$ cat config.mk
export PLATFORM = sky130hd
export DESIGN_NAME = t1_yellow_detect
export DESIGN_NICKNAME = d
export VERILOG_FILES = /design/src/rtl/t1ya_pkg.sv /design/src/rtl/t1ya_bit2_scan.sv /design/src/rtl/t1ya_fs_check.sv /design/src/rtl/t1ya_dl_pattern.sv /design/src/rtl/t1ya_persist.sv /design/src/rtl/t1_yellow_detect.sv
export SDC_FILE = /design/constraint.sdc
export NUM_CORES = 1
export LEC_CHECK = 0
export BUFFER_PORTS_ARGS = -buffer_cell sky130_fd_sc_hd__buf_4
export CAP_MARGIN = 20
export CORE_MARGIN = 4
export CORE_UTILIZATION = 33
export DETAILED_ROUTE_END_ITERATION = 12
export SYNTH_ARGS = -nofsm -noshare
export SYNTH_HDL_FRONTEND = slang
export SYNTH_SLANG_ARGS = --single-unit
$ cat constraint.sdc
create_clock -name clk -period 1.6 [get_ports clk]
set_input_delay 0.32 -clock clk [delete_from_list [all_inputs] [get_ports clk]]
set_output_delay 0.32 -clock clk [all_outputs]
set_load 0.1 [all_outputs]
$ cat src/rtl/t1ya_pkg.sv
// Package: shared mode type for the remote alarm detector.
// Assumes: the format bit and select bit are decoded only here.
package t1ya_pkg;

    typedef enum logic [1:0] {
        MODE_SF_BIT2  = 2'b00,
        MODE_SF_FS12  = 2'b01,
        MODE_ESF_DL   = 2'b10,
        MODE_ESF_BIT2 = 2'b11
    } mode_e;

    // Map format and select onto the alarm encoding in use.
    function automatic mode_e decode_mode(input logic esf, input logic sel);
        return mode_e'({esf, sel});
    endfunction

endpackage

$ cat src/rtl/t1ya_bit2_scan.sv
// Module: per-frame bit-2 scanner.
// Emits one interval per frame. The interval indicates alarm when no channel
// carried a 1 in the watched bit position.
// Assumes: strobes arrive in channel/bit order. A frame counts only if
// its start (channel 0, watched bit) was seen since the last clear.
module t1ya_bit2_scan #(
    parameter int NUM_CHAN  = 24,
    parameter int CH_W      = 5,
    parameter int BIT_W     = 3,
    parameter int WATCH_BIT = 1
) (
    input  logic             clk,
    input  logic             rst_n,
    input  logic             clr,
    input  logic             bit_valid,
    input  logic             rx_bit,
    input  logic [CH_W-1:0]  chan_idx,
    input  logic [BIT_W-1:0] bit_idx,
    output logic             ev_tick,
    output logic             ev_hit
);
    localparam logic [CH_W-1:0]  LAST_CH  = CH_W'(NUM_CHAN - 1);
    localparam logic [BIT_W-1:0] LAST_BIT = {BIT_W{1'b1}};
    localparam logic [BIT_W-1:0] WBIT     = BIT_W'(WATCH_BIT);

    logic started;
    logic seen_one;
    logic at_watch;
    logic at_start;
    logic at_end;

    assign at_watch = bit_valid && (bit_idx == WBIT);
    assign at_start = at_watch && (chan_idx == '0);
    assign at_end   = bit_valid && (chan_idx == LAST_CH) && (bit_idx == LAST_BIT);

    // Track frame start and any watched bit equal to 1; evaluate at frame end.
    always_ff @(posedge clk) begin
        if (!rst_n || clr) begin
            started  <= 1'b0;
            seen_one <= 1'b0;
            ev_tick  <= 1'b0;
            ev_hit   <= 1'b0;
        end else begin
            ev_tick <= 1'b0;
            ev_hit  <= 1'b0;
            if (at_start) begin
                started  <= 1'b1;
                seen_one <= rx_bit;
            end else if (at_watch && rx_bit) begin
                seen_one <= 1'b1;
            end
            if (at_end) begin
                ev_tick  <= started;
                ev_hit   <= started && !seen_one;
                started  <= 1'b0;
                seen_one <= 1'b0;
            end
        end
    end

    AST_TICK_AT_FRAME_END: assert property (@(posedge clk) disable iff (!rst_n)
        ev_tick |-> $past(bit_valid && chan_idx == LAST_CH && bit_idx == LAST_BIT));
    AST_HIT_NEEDS_TICK: assert property (@(posedge clk) disable iff (!rst_n)
        ev_hit |-> ev_tick);

endmodule

$ cat src/rtl/t1ya_fs_check.sv
// Module: framing-bit alarm check.
// Emits one interval per multiframe, taken from the framing bit of the
// selected frame. A 1 in that bit indicates alarm.
// Assumes: frame_num is valid whenever fs_valid is high.
module t1ya_fs_check #(
    parameter int FRM_W    = 5,
    parameter int FS_FRAME = 11
) (
    input  logic             clk,
    input  logic             rst_n,
    input  logic             clr,
    input  logic             fs_valid,
    input  logic             fs_bit,
    input  logic [FRM_W-1:0] frame_num,
    output logic             ev_tick,
    output logic             ev_hit
);
    localparam logic [FRM_W-1:0] SEL_FRAME = FRM_W'(FS_FRAME);

    // Register one interval for each framing bit of the selected frame.
    always_ff @(posedge clk) begin
        if (!rst_n || clr) begin
            ev_tick <= 1'b0;
            ev_hit  <= 1'b0;
        end else begin
            ev_tick <= fs_valid && (frame_num == SEL_FRAME);
            ev_hit  <= fs_valid && (frame_num == SEL_FRAME) && fs_bit;
        end
    end

    AST_FS_TICK_SOURCE: assert property (@(posedge clk) disable iff (!rst_n)
        ev_tick |-> $past(fs_valid && frame_num == SEL_FRAME));

endmodule

$ cat src/rtl/t1ya_dl_pattern.sv
// Module: data link pattern matcher.
// Keeps the last PAT_LEN data link bits. Once the window is full, each new
// bit is one interval, which indicates alarm when the window is any cyclic
// rotation of PAT_LEN/2 ones followed by PAT_LEN/2 zeros.
// Assumes: the pattern phase is unknown, so all rotations are accepted.
module t1ya_dl_pattern #(
    parameter int PAT_LEN = 16
) (
    input  logic clk,
    input  logic rst_n,
    input  logic clr,
    input  logic dl_valid,
    input  logic dl_bit,
    output logic ev_tick,
    output logic ev_hit
);
    localparam int HALF   = PAT_LEN / 2;
    localparam int FILL_W = $clog2(PAT_LEN + 1);
    localparam logic [PAT_LEN-1:0] BASE = {{HALF{1'b1}}, {(PAT_LEN - HALF){1'b0}}};
    localparam logic [FILL_W-1:0]  FULL = FILL_W'(PAT_LEN);

    logic [PAT_LEN-1:0] win;
    logic [PAT_LEN-1:0] win_next;
    logic [FILL_W-1:0]  fill;
    logic [PAT_LEN-1:0] rot_match;
    logic               full_next;

    assign win_next  = {win[PAT_LEN-2:0], dl_bit};
    assign full_next = (fill >= FULL - 1'b1);

    // One comparator per rotation of the alarm pattern.
    for (genvar k = 0; k < PAT_LEN; k++) begin : g_rot
        localparam logic [PAT_LEN-1:0] ROT =
            (k == 0) ? BASE : ((BASE << k) | (BASE >> (PAT_LEN - k)));
        assign rot_match[k] = (win_next == ROT);
    end

    // Shift in data link bits, count the fill and register the interval result.
    always_ff @(posedge clk) begin
        if (!rst_n || clr) begin
            win     <= '0;
            fill    <= '0;
            ev_tick <= 1'b0;
            ev_hit  <= 1'b0;
        end else begin
            ev_tick <= 1'b0;
            ev_hit  <= 1'b0;
            if (dl_valid) begin
                win     <= win_next;
                if (fill != FULL) fill <= fill + 1'b1;
                ev_tick <= full_next;
                ev_hit  <= full_next && (|rot_match);
            end
        end
    end

    AST_FILL_BOUND: assert property (@(posedge clk) disable iff (!rst_n)
        fill <= FULL);
    AST_DL_TICK_SOURCE: assert property (@(posedge clk) disable iff (!rst_n)
        ev_tick |-> $past(dl_valid));

endmodule

$ cat src/rtl/t1ya_persist.sv
// Module: persistence filter.
// Flips the status after PERSIST consecutive intervals that disagree with
// it. An agreeing interval restarts the count, and clr restarts the count
// without touching the status.
// Assumes: PERSIST >= 1.
module t1ya_persist #(
    parameter int PERSIST = 4
) (
    input  logic clk,
    input  logic rst_n,
    input  logic clr,
    input  logic tick,
    input  logic hit,
    output logic status
);
    localparam int CNT_W = $clog2(PERSIST + 1);
    localparam logic [CNT_W-1:0] LIMIT = CNT_W'(PERSIST - 1);

    logic [CNT_W-1:0] cnt;

    // Count disagreeing intervals and flip the status at the limit.
    always_ff @(posedge clk) begin
        if (!rst_n) begin
            cnt    <= '0;
            status <= 1'b0;
        end else if (clr) begin
            cnt <= '0;
        end else if (tick) begin
            if (hit == status) begin
                cnt <= '0;
            end else if (cnt == LIMIT) begin
                status <= hit;
                cnt    <= '0;
            end else begin
                cnt <= cnt + 1'b1;
            end
        end
    end

    AST_NO_OVERFLOW: assert property (@(posedge clk) disable iff (!rst_n)
        cnt <= LIMIT);
    AST_HOLD_WITHOUT_TICK: assert property (@(posedge clk) disable iff (!rst_n)
        !tick |=> $stable(status));
    AST_SET_ON_HIT: assert property (@(posedge clk) disable iff (!rst_n)
        $rose(status) |-> $past(tick && hit));
    AST_CLEAR_ON_CLEAN: assert property (@(posedge clk) disable iff (!rst_n)
        $fell(status) |-> $past(tick && !hit));
    AST_CLR_RESTARTS: assert property (@(posedge clk) disable iff (!rst_n)
        clr |=> (cnt == '0));

endmodule

$ cat src/rtl/t1_yellow_detect.sv
// Module: T1 remote alarm detector (top).
// Decodes the alarm encoding from format and select and routes strobes only
// to the detector that encoding uses. It selects that detector's intervals
// and filters them into a persistent alarm status.
// Assumes: the stream is already frame aligned. A change of format or select
// clears the detectors and the persistence count for one cycle.
module t1_yellow_detect #(
    parameter int NUM_CHAN = 24,
    parameter int CH_W     = 5,
    parameter int BIT_W    = 3,
    parameter int FRM_W    = 5,
    parameter int FS_FRAME = 11,
    parameter int PAT_LEN  = 16,
    parameter int PERSIST  = 4
) (
    input  logic             clk,
    input  logic             rst_n,
    input  logic             esf_mode,
    input  logic             alt_sel,
    input  logic             bit_valid,
    input  logic             rx_bit,
    input  logic [CH_W-1:0]  chan_idx,
    input  logic [BIT_W-1:0] bit_idx,
    input  logic             fs_valid,
    input  logic             fs_bit,
    input  logic [FRM_W-1:0] frame_num,
    input  logic             dl_valid,
    input  logic             dl_bit,
    output logic             yellow_alarm
);
    import t1ya_pkg::*;

    mode_e mode;
    mode_e mode_q;
    logic  cfg_clr;
    logic  use_bit2, use_fs, use_dl;
    logic  b2_tick, b2_hit, fs_tick, fs_hit, dl_tick, dl_hit;
    logic  sel_tick, sel_hit;

    assign mode     = decode_mode(esf_mode, alt_sel);
    assign cfg_clr  = (mode != mode_q);
    assign use_bit2 = (mode == MODE_SF_BIT2) || (mode == MODE_ESF_BIT2);
    assign use_fs   = (mode == MODE_SF_FS12);
    assign use_dl   = (mode == MODE_ESF_DL);

    // Remember the configuration to detect changes.
    always_ff @(posedge clk) begin
        mode_q <= mode;
    end

    t1ya_bit2_scan #(
        .NUM_CHAN (NUM_CHAN),
        .CH_W     (CH_W),
        .BIT_W    (BIT_W),
        .WATCH_BIT(1)
    ) u_bit2 (
        .clk      (clk),
        .rst_n    (rst_n),
        .clr      (cfg_clr),
        .bit_valid(bit_valid && use_bit2 && !cfg_clr),
        .rx_bit   (rx_bit),
        .chan_idx (chan_idx),
        .bit_idx  (bit_idx),
        .ev_tick  (b2_tick),
        .ev_hit   (b2_hit)
    );

    t1ya_fs_check #(
        .FRM_W   (FRM_W),
        .FS_FRAME(FS_FRAME)
    ) u_fs (
        .clk      (clk),
        .rst_n    (rst_n),
        .clr      (cfg_clr),
        .fs_valid (fs_valid && use_fs && !cfg_clr),
        .fs_bit   (fs_bit),
        .frame_num(frame_num),
        .ev_tick  (fs_tick),
        .ev_hit   (fs_hit)
    );

    t1ya_dl_pattern #(
        .PAT_LEN(PAT_LEN)
    ) u_dl (
        .clk     (clk),
        .rst_n   (rst_n),
        .clr     (cfg_clr),
        .dl_valid(dl_valid && use_dl && !cfg_clr),
        .dl_bit  (dl_bit),
        .ev_tick (dl_tick),
        .ev_hit  (dl_hit)
    );

    // Pick the interval stream of the active encoding.
    always_comb begin
        unique case (mode)
            MODE_SF_FS12: begin sel_tick = fs_tick; sel_hit = fs_hit; end
            MODE_ESF_DL:  begin sel_tick = dl_tick; sel_hit = dl_hit; end
            default:      begin sel_tick = b2_tick; sel_hit = b2_hit; end
        endcase
    end

    t1ya_persist #(
        .PERSIST(PERSIST)
    ) u_persist (
        .clk   (clk),
        .rst_n (rst_n),
        .clr   (cfg_clr),
        .tick  (sel_tick),
        .hit   (sel_hit),
        .status(yellow_alarm)
    );

    AST_ONE_SOURCE: assert property (@(posedge clk) disable iff (!rst_n)
        $countones({b2_tick, fs_tick, dl_tick}) <= 1);
    AST_RESET_CLEAR: assert property (@(posedge clk)
        !rst_n |=> !yellow_alarm);

endmodule

==> results.sh, run 1 <==
export IMPL_post_route_cells_drive_above_1_share_pct=21.6
export IMPL_placed_area_um2=1970
export IMPL_n_fill_cell=508
export IMPL_min_period_ns=1.46
export IMPL_leakage_nw=0.747
export IMPL_core_region_area_um2=4820
export IMPL_ctsHoldBuffers=0
export IMPL_ys_warnings_count=0
export IMPL_critical_path_slowest_cell="sky130_fd_sc_hd__dfxtp_1"
export IMPL_mappedNetlistArea_um2=1670
export IMPL_postLayoutCoreUtil_pct=43.0
export IMPL_cp_end_kind="flop"
export IMPL_number_of_cts_inserted_buffers=5
export IMPL_dieWidth_um=79.2
export IMPL_dr_pass1_iters=4
export IMPL_crit_path_end="u_dl.ev_hit$_SDFF_PP0_"
export IMPL_worst_setup_path_start_kind="flop"
export IMPL_top_level_i_o_count=24
export IMPL_synth_cells_most_frequent="sky130_fd_sc_hd__nand2_1, sky130_fd_sc_hd__dfxtp_1, sky130_fd_sc_hd__a21oi_1"
export IMPL_regToRegStartpoint="u_dl.fill[0]$_SDFFE_PP0P_"
export IMPL_synth_area_leader_cell="sky130_fd_sc_hd__dfxtp_1"
export IMPL_design_final_nets=260
export IMPL_grt_antenna_before_repair=0
export IMPL_tritoncts_clock_tree="built"
export IMPL_rsz_0062_raised_after_global_routing="false"
export IMPL_worstPathArrival_ns=1.61
export IMPL_length_in_cells_of_the_worst_reg_to_reg_path=6
export IMPL_finalWirelength_um=3360
export IMPL_grtUsageTotal_pct=12.0
export IMPL_n_antenna_cell=0
export IMPL_slew_headroom_pct=67.2
export IMPL_port_buffer_count=23
export IMPL_setup_viol_count_final=0
export IMPL_globalRoute_totalOverflow=0
export IMPL_route_detailed_wl_per_inst_um=11.2
export IMPL_required_ns=1.75
export IMPL_run_status="complete, no violations"
export IMPL_tightestPinTransition_ns=0.486
export IMPL_number_of_synthesized_flops_with_an_enable_pin=0
export IMPL_grt_pass1_wl_um=6060
export IMPL_dp_worst_setup_slack_ns=-0.0875
export IMPL_crit_type="reg2reg"
export IMPL_yosysSeqAreaShare_pct=40.7
export IMPL_detail_route_antenna_nets=0
export IMPL_most_frequent_cell_on_critical_path="sky130_fd_sc_hd__ha_1"
export IMPL_regToRegSetupSlack_ns=0.14
export IMPL_critPathMaxFanout=4
export IMPL_flip_flop_and_latch_count_after_synthesis=34
export IMPL_die_area_um2=6270
export IMPL_hold_path_class="in2reg"
export IMPL_cts_num_sinks=34
export IMPL_critPathMaxStageDelay_ns=0.34
export IMPL_syn_to_final_growth_pct=23.9
export IMPL_ys_top_cells_by_area="sky130_fd_sc_hd__dfxtp_1, sky130_fd_sc_hd__nand2_1, sky130_fd_sc_hd__a21oi_1"
export IMPL_gpl_final_weighted_congestion=0.744
export IMPL_grt_max_degree=18
export IMPL_finClkSkew_ns=0.00202
export IMPL_cts_max_level=2
export IMPL_first_global_vias=1383
export IMPL_synth_fp_nets=226
export IMPL_postLayoutSetupSlackWorst_ns=0.142
export IMPL_p_per_area_nw_per_um2=788
export IMPL_place_detailed_hpwl_um=2560
export IMPL_finish_instance_area_um2=2070
export IMPL_slew_violations=0
export IMPL_clk_insertion_delay_late_ns=0.28
export IMPL_postSynthAreaPerCell_um2=8.49
export IMPL_root_buffer="sky130_fd_sc_hd__clkbuf_8"
export IMPL_crit_path_start="u_dl.fill[0]$_SDFFE_PP0P_"
export IMPL_cts_root_to_sink_buffers=2
export IMPL_max_cap_viols=0
export IMPL_post_route_drc_count=0
export IMPL_post_synth_num_cell_types=43
export IMPL_regToRegEndpoint="u_dl.ev_hit$_SDFF_PP0_"
export IMPL_clock_fmax_ghz=0.686
export IMPL_worstPathCellList="ha_1 -> and3_1 -> ha_1 -> a211oi_2 -> nor3_2 -> a21boi_1"
export IMPL_clkTransAtPathRegs_ns=0.07
export IMPL_fp_dieH_um=79.2
export IMPL_floorplan_initialDensity_pct=34.7
export IMPL_worst_hold_slack_ns=0.172
export IMPL_avgViaCountPerCell=4.73
export IMPL_synth_async_reset_ratio_pct=0
export IMPL_num_vias=1414
export IMPL_irDropWorstVdd_mv=0.497
export IMPL_row_count=25
export IMPL_synthMostInstantiatedCell="sky130_fd_sc_hd__nand2_1"
export IMPL_postSynthCellCount=197
export IMPL_period_share_pct=91.1
export IMPL_ys_flop_type="sky130_fd_sc_hd__dfxtp_1"
export IMPL_synth_largest_type_area_fraction_pct=40.7
export IMPL_first_iter_violations=44
export IMPL_finalHoldViolations=0
area by class of cell:
cell class / instances / area [µm²] / area share (%)
repair buffers: 32 / 240 / 11.6
inverters: 9 / 33.8 / 1.63
well taps: 67 / 83.8 / 4.05
flip-flops and latches: 34 / 682 / 32.9
multi-input cells: 149 / 940 / 45.4
clock inverters: 1 / 5.00 / 0.242
clock buffers: 7 / 86.3 / 4.17
worst max-delay path, delay by kind of cell (launching register included):
kind	cells	cell delay, ns
AOI/OAI and AO/OA	2	0.35
adders and majority gates	2	0.39
DFF	1	0.34
and+or+nand+nor	2	0.24
through the flow:
step                      TNS (ns)  total power, mW  std cells
after global placement      -0.104             1.00        291
after global routing             0             1.70        299
final                            0             1.63        299
after floorplan                  0            0.928        197
after CTS                        0             1.66        299
after detailed placement    -0.229             1.00        291
kinds of logic after synthesis:
kind of cell / after synthesis / synth area share, %
AOI/OAI and AO/OA: 37 / 13.8
xor gates and xnor gates: 10 / 5.24
adders and majority gates: 6 / 4.49
buffers and inverters: 14 / 3.37
DFF: 34 / 40.7
muxes: 2 / 1.20
and+or+nand+nor: 94 / 31.1
per-layer routing:
| layer | up-vias | GRT usage (%) | wire length (µm) |
|---|---|---|---|
| li1 | 755 | - | - |
| met1 | 625 | 16.0 | 1640 |
| met2 | 30 | 18.9 | 1530 |
| met3 | 4 | 2.61 | 151 |
| met4 | 0 | 4.64 | 36 |
| met5 | - | 0 | 0 |
registers in the layout, indices dropped and copies added, names as in the netlist, 2 cells and up:
name,count
mode_q,2
u_dl.fill,5
u_dl.win,15
u_persist.cnt,3
power breakdown:
part           internal [mW]  leakage [nW]  switching (mW)
Combinational         0.0653         0.423          0.0648
Clock                  0.347        0.0482           0.303
Sequential             0.849         0.275         0.00192
worst min path at each step:
stage,startpoint,endpoint,slack [ns],depth (start not counted)
2_1_floorplan,alt_sel,mode_q[0]$_DFF_P_,0.35,0
3_3_place_gp,u_bit2.seen_one$_SDFFE_PP0P_,u_bit2.ev_hit$_SDFF_PP0_,0.41,1
3_5_place_dp,u_bit2.seen_one$_SDFFE_PP0P_,u_bit2.ev_hit$_SDFF_PP0_,0.41,1
4_1_cts,esf_mode,mode_q[1]$_DFF_P_,0.16,1
5_1_grt,esf_mode,mode_q[1]$_DFF_P_,0.16,1
6_report,alt_sel,mode_q[0]$_DFF_P_,0.17,1
cells in the final DEF, fill, tap and decap left out, drive strengths merged, types with 4 or more instances in the layout:
| cell type | count |
|---|---|
| dfxtp | 34 |
| a21oi | 16 |
| nand3 | 6 |
| nor2b | 6 |
| inv | 9 |
| o21ai | 7 |
| nor2 | 10 |
| nand2 | 40 |
| buf | 32 |
| ha | 6 |
| and3 | 4 |
| nor3 | 5 |
| clkbuf | 7 |
| nand3b | 4 |
| xor2 | 7 |
timing repair:
action / 4_1_cts / 5_1_grt
resized for setup: 0 / 2
hold endpoints to repair: 0 / 0
endpoints found under the setup margin: 0 / 1
setup buffers: 0 / 0
Note: power is estimated with default switching activity, not from simulation.
==> run 2, diff against run 1 <==
Settings changed: CORE_ASPECT_RATIO set to 0.5.
==> results.sh, run 2 (synthesis results as in run 1) <==
export IMPL_finClkSkew_ns=0.00798
export IMPL_detail_route_antenna_nets=0
export IMPL_setup_total_negative_slack_ns=0
export IMPL_seqPwrFrac_pct=51.8
export IMPL_hold_path_class="in2reg"
export IMPL_critPathMaxFanout=4
export IMPL_floorplan_initialDensity_pct=36.0
export IMPL_layout_commonest_cell="sky130_fd_sc_hd__nand2_1"
export IMPL_worstPathArrival_ns=1.71
export IMPL_leakage_nw=0.771
export IMPL_irDropWorstVdd_mv=0.364
export IMPL_n_antenna_cell=0
export IMPL_avgViaCountPerCell=4.75
export IMPL_design_final_nets=264
export IMPL_power_switching_uw=374
export IMPL_place_detailed_hpwl_um=2650
export IMPL_min_period_ns=1.53
export IMPL_p_per_area_nw_per_um2=779
export IMPL_globalRoute_totalOverflow=0
export IMPL_cts_max_level=2
export IMPL_clk_insertion_delay_late_ns=0.29
export IMPL_cp_end_kind="flop"
export IMPL_postLayoutCoreUtil_pct=45.5
export IMPL_die_area_um2=6340
export IMPL_row_count=17
export IMPL_number_of_cts_inserted_buffers=5
export IMPL_ctsHoldBuffers=0
export IMPL_grt_max_degree=18
export IMPL_largest_reg_flops=15
export IMPL_fraction_of_power_consumed_by_combinational_cells_pct=8.4
export IMPL_gpl_final_weighted_congestion=0.820
export IMPL_cts_root_to_sink_buffers=2
export IMPL_max_cap_viols=0
export IMPL_reg_largest_list="u_dl.win: 15 flops, u_dl.fill: 5 flops, u_persist.cnt: 3 flops"
export IMPL_post_route_drc_count=0
export IMPL_finalWirelength_um=3450
export IMPL_top_level_i_o_count=24
export IMPL_clkTransAtPathRegs_ns=0.07
export IMPL_register_containing_the_most_flip_flops_in_the_final_layout="u_dl.win"
export IMPL_dieWidth_um=109
export IMPL_required_ns=1.78
export IMPL_first_iter_violations=24
export IMPL_clock_fmax_ghz=0.653
export IMPL_num_vias=1436
export IMPL_dr_pass1_iters=4
export IMPL_port_buffer_count=23
export IMPL_clock_power_share_pct=39.8
export IMPL_run_status="complete, no violations"
export IMPL_route_detailed_wl_per_inst_um=11.4
export IMPL_final_cell_mix="sky130_fd_sc_hd__nand2_1, sky130_fd_sc_hd__buf_4, sky130_fd_sc_hd__dfxtp_1"
export IMPL_setup_viol_count_final=0
export IMPL_worst_setup_path_start_kind="flop"
export IMPL_fp_dieH_um=58.3
export IMPL_tritoncts_clock_tree="built"
export IMPL_root_buffer="sky130_fd_sc_hd__clkbuf_8"
export IMPL_post_route_cells_drive_above_1_share_pct=23.7
export IMPL_slew_headroom_pct=67.0
export IMPL_finalHoldViolations=0
export IMPL_crit_type="reg2reg"
export IMPL_grt_antenna_before_repair=0
export IMPL_tightestPinTransition_ns=0.488
export IMPL_grtUsageTotal_pct=12.1
export IMPL_power_switching_fraction_pct=22.8
export IMPL_syn_to_final_growth_pct=26.3
export IMPL_core_region_area_um2=4640
export IMPL_rsz_0062_raised_after_global_routing="false"
export IMPL_first_global_vias=1422
export IMPL_grt_pass1_wl_um=6050
export IMPL_cts_num_sinks=34
export IMPL_period_share_pct=95.7
export IMPL_slew_violations=0
export IMPL_intPower_mw=1.27
[run 2: cell types whose count changed in the layout (fill, tap and decap cells not counted), sizes merged]
cell,previous run,this run
buf,32,36
[run 2: worst max-delay path, stage by stage, from the launching register on]
cell	delay, ns
sky130_fd_sc_hd__dfxtp_2	0.34
sky130_fd_sc_hd__inv_1	0.05
sky130_fd_sc_hd__ha_1	0.13
sky130_fd_sc_hd__nor4bb_1	0.41
sky130_fd_sc_hd__nor4_4	0.11
sky130_fd_sc_hd__buf_4	0.15
sky130_fd_sc_hd__a221oi_1	0.24
[run 2: timing repair]
action	CTS	global route
resized for setup	0	4
setup endpoints to repair	0	3
hold endpoints to repair	0	0
buffers inserted	0	2
[run 2: routing by layer]
metal / track usage, % / routed length, µm / vias up
li1: - / - / 761
met1: 15.1 / 1690 / 642
met2: 19.2 / 1550 / 26
met3: 3.29 / 132 / 7
met4: 6.83 / 76 / 0
met5: 0 / 0 / -
[run 2: per-stage QoR]
step / total power, mW / std cells / cell area (µm²) / setup slack (ns) / hold WS, ns
finish: 1.64 / 302 / 2110 / 0.0691 / 0.240
global route: 1.72 / 302 / 2110 / 0.00156 / 0.230
global placement: 1.01 / 293 / 2010 / -0.0573 / 0.427
CTS: 1.67 / 301 / 2100 / 0.0215 / 0.238
detailed placement: 1.01 / 293 / 2010 / -0.106 / 0.410
floorplan: 0.928 / 197 / 1670 / 0.0108 / 0.348
[run 2: final timing paths]
kind / cells after the start / slack, ns / endpoint / from
max: 6 / 0.07 / u_dl.fill[4]$_SDFFE_PP0P_ / u_dl.fill[0]$_SDFFE_PP0P_
min: 2 / 0.24 / u_fs.ev_hit$_SDFF_PP0_ / fs_bit
max reg2reg: 6 / 0.07 / u_dl.fill[4]$_SDFFE_PP0P_ / u_dl.fill[0]$_SDFFE_PP0P_
min reg2reg: 1 / 0.42 / u_bit2.ev_hit$_SDFF_PP0_ / u_bit2.seen_one$_SDFFE_PP0P_
[run 2: cell type report]
type | count | area (µm²)
clock buffers | 7 | 86.3
inverters | 9 | 33.8
multi-input cells | 149 | 935
flip-flops and latches | 34 | 686
repair buffers | 36 | 283
fillers | 490 | 2530
well taps | 66 | 82.6
clock inverters | 1 | 5.00
[run 2: power groups by stage]
stage | Clock [mW] | Combinational [mW] | Sequential, mW
6_report | 0.654 | 0.138 | 0.851
4_1_cts | 0.678 | 0.139 | 0.851
3_3_place_gp | 0 | 0.137 | 0.871
3_5_place_dp | 0 | 0.139 | 0.871
5_1_grt | 0.720 | 0.152 | 0.851
2_1_floorplan | 0 | 0.0580 | 0.870
